`config.mk`:
```
export PLATFORM = sky130hd
export DESIGN_NAME = edge_burst_tx
export DESIGN_NICKNAME = d
export VERILOG_FILES = /design/src/rtl/ebt_pkg.sv /design/src/rtl/ebt_rdy_sync.sv /design/src/rtl/ebt_age_ctr.sv /design/src/rtl/ebt_word_ctr.sv /design/src/rtl/edge_burst_tx.sv
export SDC_FILE = /design/constraint.sdc
export NUM_CORES = 1
export LEC_CHECK = 0
export CORE_MARGIN = 2
export CORE_UTILIZATION = 50
export DETAILED_ROUTE_END_ITERATION = 7
export HOLD_SLACK_MARGIN = 0.06
export PLACE_DENSITY = 0.77
export REMOVE_ABC_BUFFERS = 1
export SYNTH_ARGS = -nofsm -noshare
export SYNTH_HDL_FRONTEND = slang
export SYNTH_HIERARCHICAL = 1
export SYNTH_SLANG_ARGS = --single-unit
```
`constraint.sdc`:
```
create_clock -name clk -period 9.3 [get_ports clk]
set_clock_uncertainty 0.1 [all_clocks]
set_input_delay 1.395 -clock clk [delete_from_list [all_inputs] [get_ports clk]]
set_output_delay 1.395 -clock clk [all_outputs]
set_load 0.05 [all_outputs]
```
`src/rtl/ebt_pkg.sv`:
```
package ebt_pkg;

   typedef enum logic [1:0] {
      ST_IDLE  = 2'd0,
      ST_SEND  = 2'd1,
      ST_DRAIN = 2'd2
   } ebt_state_e;

endpackage

```
`src/rtl/ebt_rdy_sync.sv`:
```
module ebt_rdy_sync #(
   parameter int STAGES = 2
) (
   input  logic clk,
   input  logic rst_n,
   input  logic async_in,
   output logic sync_out
);

   if (STAGES < 0 || STAGES > 4) begin : g_bad_depth
      $error("ebt_rdy_sync: STAGES must lie in 0..4");
   end

   if (STAGES == 0) begin : g_direct
      assign sync_out = async_in;
   end else begin : g_chain
      logic [STAGES-1:0] chain_q;
      always_ff @(posedge clk or negedge rst_n) begin
         if (!rst_n) begin
            chain_q <= '0;
         end else begin
            chain_q[0] <= async_in;
            for (int i = 1; i < STAGES; i++) begin
               chain_q[i] <= chain_q[i-1];
            end
         end
      end
      assign sync_out = chain_q[STAGES-1];
   end

endmodule

```
`src/rtl/ebt_age_ctr.sv`:
```
module ebt_age_ctr #(
   parameter int W = 7
) (
   input  logic         clk,
   input  logic         rst_n,
   input  logic         mark,
   input  logic         fill,
   output logic [W-1:0] age
);

   localparam logic [W-1:0] SAT = '1;
   localparam logic [W-1:0] ONE = W'(1);

   if (W < 2) begin : g_bad_width
      $error("ebt_age_ctr: W must be at least 2");
   end

   always_ff @(posedge clk or negedge rst_n) begin
      if (!rst_n) begin
         age <= SAT;
      end else if (fill) begin
         age <= SAT;
      end else if (mark) begin
         age <= ONE;
      end else if (age != SAT) begin
         age <= age + ONE;
      end
   end

endmodule

```
`src/rtl/ebt_word_ctr.sv`:
```
module ebt_word_ctr #(
   parameter int W = 16
) (
   input  logic         clk,
   input  logic         rst_n,
   input  logic         load,
   input  logic [W-1:0] load_val,
   input  logic         dec,
   output logic [W-1:0] left,
   output logic         last
);

   localparam logic [W-1:0] ONE = W'(1);

   if (W < 1) begin : g_bad_width
      $error("ebt_word_ctr: W must be at least 1");
   end

   always_ff @(posedge clk or negedge rst_n) begin
      if (!rst_n) begin
         left <= '0;
      end else if (load) begin
         left <= load_val;
      end else if (dec && left != '0) begin
         left <= left - ONE;
      end
   end

   assign last = (left == ONE);

endmodule

```
`src/rtl/edge_burst_tx.sv`:
```
module edge_burst_tx
   import ebt_pkg::*;
#(
   parameter int DATA_W      = 16,
   parameter int CNT_W       = 6,
   parameter int LEN_W       = 16,
   parameter int SYNC_STAGES = 2
) (
   input  logic              clk,
   input  logic              rst_n,
   input  logic              start,
   input  logic [LEN_W-1:0]  word_total,
   input  logic [CNT_W-1:0]  t_setup,
   input  logic [CNT_W-1:0]  t_hold,
   input  logic [CNT_W-1:0]  t_cycle,
   input  logic [DATA_W-1:0] src_data,
   input  logic              src_valid,
   output logic              src_pop,
   input  logic              host_ready,
   output logic [DATA_W-1:0] bus_data,
   output logic              strobe,
   output logic              busy,
   output logic              done
);

   localparam int AGE_W = CNT_W + 1;

   if (DATA_W < 1) begin : g_bad_data
      $error("edge_burst_tx: DATA_W must be at least 1");
   end
   if (CNT_W < 1 || CNT_W > 16) begin : g_bad_cnt
      $error("edge_burst_tx: CNT_W must lie in 1..16");
   end
   if (LEN_W < 1 || LEN_W > 31) begin : g_bad_len
      $error("edge_burst_tx: LEN_W must lie in 1..31");
   end

   ebt_state_e        state_q;
   logic [CNT_W-1:0]  setup_q, hold_q, cycle_q;
   logic              loaded_q;
   logic [DATA_W-1:0] bus_q;
   logic              strobe_q;
   logic              done_q;

   logic              rdy_s;
   logic [AGE_W-1:0]  data_age, edge_age;
   logic [LEN_W-1:0]  words_left;
   logic              last_word;

   logic accept, zero_len, sending, load_word, fire, hold_met;

   assign accept    = start && (state_q == ST_IDLE);
   assign zero_len  = (word_total == '0);
   assign sending   = (state_q == ST_SEND);
   assign hold_met  = (edge_age >= AGE_W'(hold_q));
   assign load_word = sending && !loaded_q && src_valid && hold_met;
   assign fire      = sending && loaded_q && src_valid && rdy_s
                      && (data_age >= AGE_W'(setup_q))
                      && (edge_age >= AGE_W'(cycle_q));

   ebt_rdy_sync #(.STAGES(SYNC_STAGES)) u_rdy_sync (
      .clk      (clk),
      .rst_n    (rst_n),
      .async_in (host_ready),
      .sync_out (rdy_s)
   );

   ebt_age_ctr #(.W(AGE_W)) u_data_age (
      .clk   (clk),
      .rst_n (rst_n),
      .mark  (load_word),
      .fill  (accept),
      .age   (data_age)
   );

   ebt_age_ctr #(.W(AGE_W)) u_edge_age (
      .clk   (clk),
      .rst_n (rst_n),
      .mark  (fire),
      .fill  (accept),
      .age   (edge_age)
   );

   ebt_word_ctr #(.W(LEN_W)) u_word_ctr (
      .clk      (clk),
      .rst_n    (rst_n),
      .load     (accept),
      .load_val (word_total),
      .dec      (fire),
      .left     (words_left),
      .last     (last_word)
   );

   always_ff @(posedge clk or negedge rst_n) begin
      if (!rst_n) begin
         setup_q <= '0;
         hold_q  <= '0;
         cycle_q <= '0;
      end else if (accept) begin
         setup_q <= t_setup;
         hold_q  <= t_hold;
         cycle_q <= t_cycle;
      end
   end

   always_ff @(posedge clk or negedge rst_n) begin
      if (!rst_n) begin
         bus_q    <= '0;
         loaded_q <= 1'b0;
         strobe_q <= 1'b0;
      end else begin
         if (load_word) begin
            bus_q    <= src_data;
            loaded_q <= 1'b1;
         end else if (fire) begin
            loaded_q <= 1'b0;
            strobe_q <= ~strobe_q;
         end else if (accept) begin
            loaded_q <= 1'b0;
         end
      end
   end

   always_ff @(posedge clk or negedge rst_n) begin
      if (!rst_n) begin
         state_q <= ST_IDLE;
         done_q  <= 1'b0;
      end else begin
         unique case (state_q)
            ST_IDLE: begin
               if (accept) begin
                  done_q  <= zero_len;
                  state_q <= zero_len ? ST_IDLE : ST_SEND;
               end
            end
            ST_SEND: begin
               if (fire && last_word) begin
                  state_q <= ST_DRAIN;
               end
            end
            ST_DRAIN: begin
               if (hold_met) begin
                  state_q <= ST_IDLE;
                  done_q  <= 1'b1;
               end
            end
            default: state_q <= ST_IDLE;
         endcase
      end
   end

   assign src_pop  = fire;
   assign bus_data = bus_q;
   assign strobe   = strobe_q;
   assign busy     = (state_q != ST_IDLE);
   assign done     = done_q;

endmodule

```
==> metrics, run 1 <==
router iterations before antenna repair 4; vias in the first global route roughly 3200; WP data arrival roughly 3.5 ns; mapped cell area between 3000 and 4000 sq um; DR WL/cell 15.5 microns; Root Driver clkbuf_8; Max Root-Sink Buffers 2; commonest non-fill, non-tap cell in the layout clkdlybuf4s50_1; status finished clean; initial core utilization 51.4%; max-slew violation count 0; design area about 5000 sq um; share of cells above drive strength 1 ~15%; Fin Setup TNS 0 ns; H-tree lvl count 3; final setup vio count 0; Worst-path clk slew about 0.07 ns; final core occ around 65%; Syn Inst Count 381; Final ANT Viol Nets 0; ANT cells 0; Rel. slew slack a little under 30%; DP Area about 4800 sq um; Resize count post-CTS 0; initial antenna violation count 0; overall power 1590 uW; worst slew pin tran around 1.1 ns; crit share post-route a little over half; vias per cell 5.83; via count about 3300; Clk Latency, worst-skew pair ~0.35 ns; Post-Place Setup Slack approximately 4.3 ns; Layout Nets 532; Post-synth EDFFs 0; CP Class primary input to output pin; hold buffer count at cts 0; DR iter-0 viols around 180; Placer Congestion 0.880; #FFs+latches synth 71; sequential element share of the synthesized area between 40% and 50%; Residual DRC 0; leakage about 0.0020 uW; Pwr Density around 320 nW/um^2; DIE WIDTH approximately 93 microns; commonest cells after routing, fill and taps aside 73 x clkdlybuf4s50_1, 57 x dfrtp_1, 35 x nand2_1; overall die height ~93 microns; I/O Pins 75; fillers around 660; synthesis-to-layout area growth 26.1%; Highest Clock Rate approximately 200 MHz; CP endpoint kind output pin; VDD IR max between 0.15 and 0.2 mV; count of cell types in the netlist 64; RSZ-0062 raised after global routing no; TritonCTS Buffers 9; clock sink total slightly above 70; Max Cap Viol 0; first-pass GRT wire length ~15000 microns; post-DP HPWL 5910 microns; Syn Area/Cell just over 10 sq um; ys async rst share 100%; final WL a little under 9000 microns; Setup Buffers After CTS 0; startpoint types primary input; Final Critical Period 4.98 ns; row count 32; global route total overflow 0; final setup margin between 4 and 5 ns; count of final hold-check violations 0; count of input and output buffers 74; Crit Path Max Fanout 17; Hold Path Class flip-flop to flip-flop; Yosys warning total 6; CTS tree done; Tot GR Track Use between 20% and 30%; WP data required 7.81 ns; Top FF cell, synth dfrtp_1; Die Footprint 8630 sq um; core footprint roughly 7700 sq um; pin count of the biggest net entering global routing 74
Yosys cell counts, drive strengths merged, types with 4 or more instances:
master    n  area, sq um
dfrtp    57         1430
nand2    35          131
o21ai    32          160
inv      28          105
ha       22          275
nor2     22         82.6
mux2     19          244
nand3    15         95.1
dfstp    14          368
a31oi    11         68.8
clkbuf    9         43.8
or4       9         78.8
a21oi     8         40.0
a41oi     8         77.6
nor4      7         43.8
or3       6         42.5
a21o      5         37.5
buf       5         42.5
nor3      5         36.3
a2bb2oi   4         35.0
report_power, final:
| part | internal (uW) | switching (uW) |
|---|---|---|
| registers | 463 | 130 |
| logic | 319 | 400 |
| clock network | 159 | 121 |
| total | 941 | 651 |
registers in the layout, summed over array words and instances, names as in the netlist:
name,flops
bus_data,16
cycle_q,6
done,1
hold_q,6
loaded_q,1
setup_q,6
state_q,2
strobe,1
u_data_age/age,7
u_edge_age/age,7
u_rdy_sync/g_chain.chain_q,2
u_word_ctr/left,16
worst max-delay path, stage by stage:
cell and delay [ns]:
clkdlybuf4s50_1 0.48, nand3b_1 0.19, a2111oi_4 0.31, buf_4 0.27
clkdlybuf4s50_1 0.83
per-layer routing:
metal	GRT usage (%)	part of all wire, %	wire length [microns]	up-vias
met5	0	0	0	-
li1	-	-	-	1566
met4	7.60	1.6	142	0
met3	5.21	6.8	593	13
met2	34.4	48	4190	125
met1	28.8	43	3780	1571
area by class of cell:
type | count | area (sq um) | share of cell area (%)
inverter | 28 | 105 | 2.11
timing repair buffer | 77 | 758 | 15.2
multi-input combinational | 268 | 1970 | 39.6
tap | 102 | 128 | 2.56
clock inverter | 5 | 81.3 | 1.63
sequential | 71 | 1790 | 36.0
clock buffer | 11 | 141 | 2.84
stage by stage:
stage | std cells | hold slack (ns)
floorplan | 367 | 0.231
global placement | 546 | 0.237
detailed placement | 546 | 0.238
CTS | 562 | 0.255
global route | 562 | 0.284
finish | 562 | 0.259
final timing paths:
path                                          startpoint                       endpoint  slack (ns)  cells past startpoint
max in group asynchronous                          rst_n                   bus_data[11]        7.35                      2
min in group asynchronous                          rst_n                   bus_data[10]        1.14                      2
min                        u_rdy_sync/g_chain.chain_q[0]  u_rdy_sync/g_chain.chain_q[1]        0.26                      0
max reg2reg                            u_edge_age/age[0]            u_word_ctr/left[10]        5.64                     11
min reg2reg                u_rdy_sync/g_chain.chain_q[0]  u_rdy_sync/g_chain.chain_q[1]        0.26                      0
max                                            src_valid                        src_pop        4.32                      5
cells by family (layout without fill, tap and decap cells):
group,after synthesis,in the layout,share of synthesized area (%)
simple gates,119,119,16.7
compound gates,103,103,18.8
flops,71,71,45.4
buf+inv,42,121,4.85
fa+ha+maj,22,22,6.97
mux,19,19,6.18
xor+xnor,5,5,1.11
Note: power is estimated with default switching activity, not from simulation.
==> run 2: changes to the inputs <==
==> constraint.sdc (replaced) <==
create_clock -name clk -period 4.73 [get_ports clk]
set_clock_uncertainty 0.1 [all_clocks]
set_input_delay 0.7095 -clock clk [delete_from_list [all_inputs] [get_ports clk]]
set_output_delay 0.7095 -clock clk [all_outputs]
set_load 0.05 [all_outputs]
==> metrics, run 2 (synthesis gave the netlist of run 1 again) <==
status finished clean; crit path cell chain inv_1, ha_1, nor2b_1, o21ai_0, a41oi_1, a2111oi_4, clkdlybuf4s50_1; leakage 0.00201 uW; initial core utilization 51.4%; Final ANT Viol Nets 0; H-tree lvl count 3; Resize count post-CTS 0; Root Driver clkbuf_8; Worst-path clk slew approximately 0.08 ns; I/O Pins 75; clock sink total around 70; core footprint 7690 sq um; ANT cells 0; Pwr Density between 600 and 700 nW/um^2; initial antenna violation count 0; overall die height 92.9 microns; final setup vio count 0; Fin Setup TNS 0 ns; max-slew violation count 0; CP endpoint kind output pin; Crit path largest cell delay around 0.91 ns; Layout Nets 533; Crit Path Max Fanout 6; via count ~3200; vias in the first global route 3148; worst slew pin tran 0.975 ns; Tot GR Track Use about a fifth; commonest non-fill, non-tap cell in the layout clkdlybuf4s50_1; Max Root-Sink Buffers 2; DIE WIDTH about 93 microns; Max Cap Viol 0; router iterations before antenna repair 4; DR iter-0 viols approximately 240; Highest Clock Rate 250 MHz; Bufs and invs on worst path 2; hold buffer count at cts 0; Setup Buffers After CTS 0; row count 32; first-pass GRT wire length about 15000 microns; Rel. slew slack a little over a third; Hold Path Class flip-flop to flip-flop; RSZ-0062 raised after global routing no; crit share post-route between 80 and 90%; Placer Congestion ~0.9; Die Footprint 8630 sq um; pin count of the biggest net entering global routing 74; post-DP HPWL 6090 microns; commonest cells after routing, fill and taps aside 73 x clkdlybuf4s50_1, 57 x dfrtp_1, 35 x nand2_1; share of cells above drive strength 1 15.2%; DP Area roughly 4800 sq um; VDD IR max ~0.40 mV; count of final hold-check violations 0; vias per cell about 5.8; CTS tree done; final setup margin between 0.7 and 0.8 ns; Clk Latency, worst-skew pair 0.35 ns; Residual DRC 0; count of input and output buffers between 70 and 80; Worst path top cell family by delay compound AO/OA/AOI/OAI gates; CP Class flip-flop to output pin; Final Critical Period approximately 4.0 ns; DR WL/cell 15.5 microns; WP data required around 4 ns; startpoint types flip-flop; synthesis-to-layout area growth 26.3%; WP data arrival between 3 and 4 ns; CP max stage cell clkdlybuf4s50_1; Post-Place Setup Slack between 0.9 and 1 ns; design area roughly 5000 sq um; global route total overflow 0; TritonCTS Buffers 9; final WL ~8700 microns
-- run 2: changes by cell type in the layout (fill, tap and decap cells not counted), sizes merged --
cell,change
clkinvlp,+2
buf,+1
clkinv,-1
inv,-1
-- run 2: area by class of cell --
cell class                 count  area (sq um)
fill                         646          2700
inverter                      28           105
tap                          102           128
sequential                    71          1790
clock inverter                 5          82.6
timing repair buffer          78           766
clock buffer                  11           141
multi-input combinational    268          1970
-- run 2: power breakdown --
group	internal [uW]	total, uW	switching (uW)	leakage, uW
Combinational	628	1410	786	0.00109
Clock	312	548	237	0.000102
Sequential	911	1170	255	0.000821
-- run 2: per-stage QoR --
| stage | std cells | hold WS, ns | total power, uW | utilization (%) |
|---|---|---|---|---|
| after global placement | 547 | 0.235 | 2530 | 62.0 |
| after floorplan | 367 | 0.231 | 2140 | - |
| after global routing | 563 | 0.261 | 3340 | 64.9 |
| final | 563 | 0.255 | 3130 | 64.9 |
| after CTS | 563 | 0.258 | 3150 | 64.9 |
| after detailed placement | 547 | 0.241 | 2580 | 62.0 |
-- run 2: final timing paths --
check	from	slack, ns	depth (start not counted)	to
setup / recovery	u_edge_age/age[0]	0.73	7	src_pop
hold / removal	u_rdy_sync/g_chain.chain_q[0]	0.25	0	u_rdy_sync/g_chain.chain_q[1]
setup reg to reg	u_edge_age/age[0]	0.93	11	u_word_ctr/left[10]
hold reg to reg	u_rdy_sync/g_chain.chain_q[0]	0.25	0	u_rdy_sync/g_chain.chain_q[1]
max in group asynchronous	rst_n	3.11	2	u_data_age/age[4]
min in group asynchronous	rst_n	0.43	1	hold_q[3]
-- run 2: per-layer routing --
metal	vias up	part of all wire (%)	track usage, %
li1	1567	-	-
met1	1555	45	28.8
met2	103	47	33.5
met3	16	5.6	3.58
met5	-	0	0
met4	0	2.1	8.58
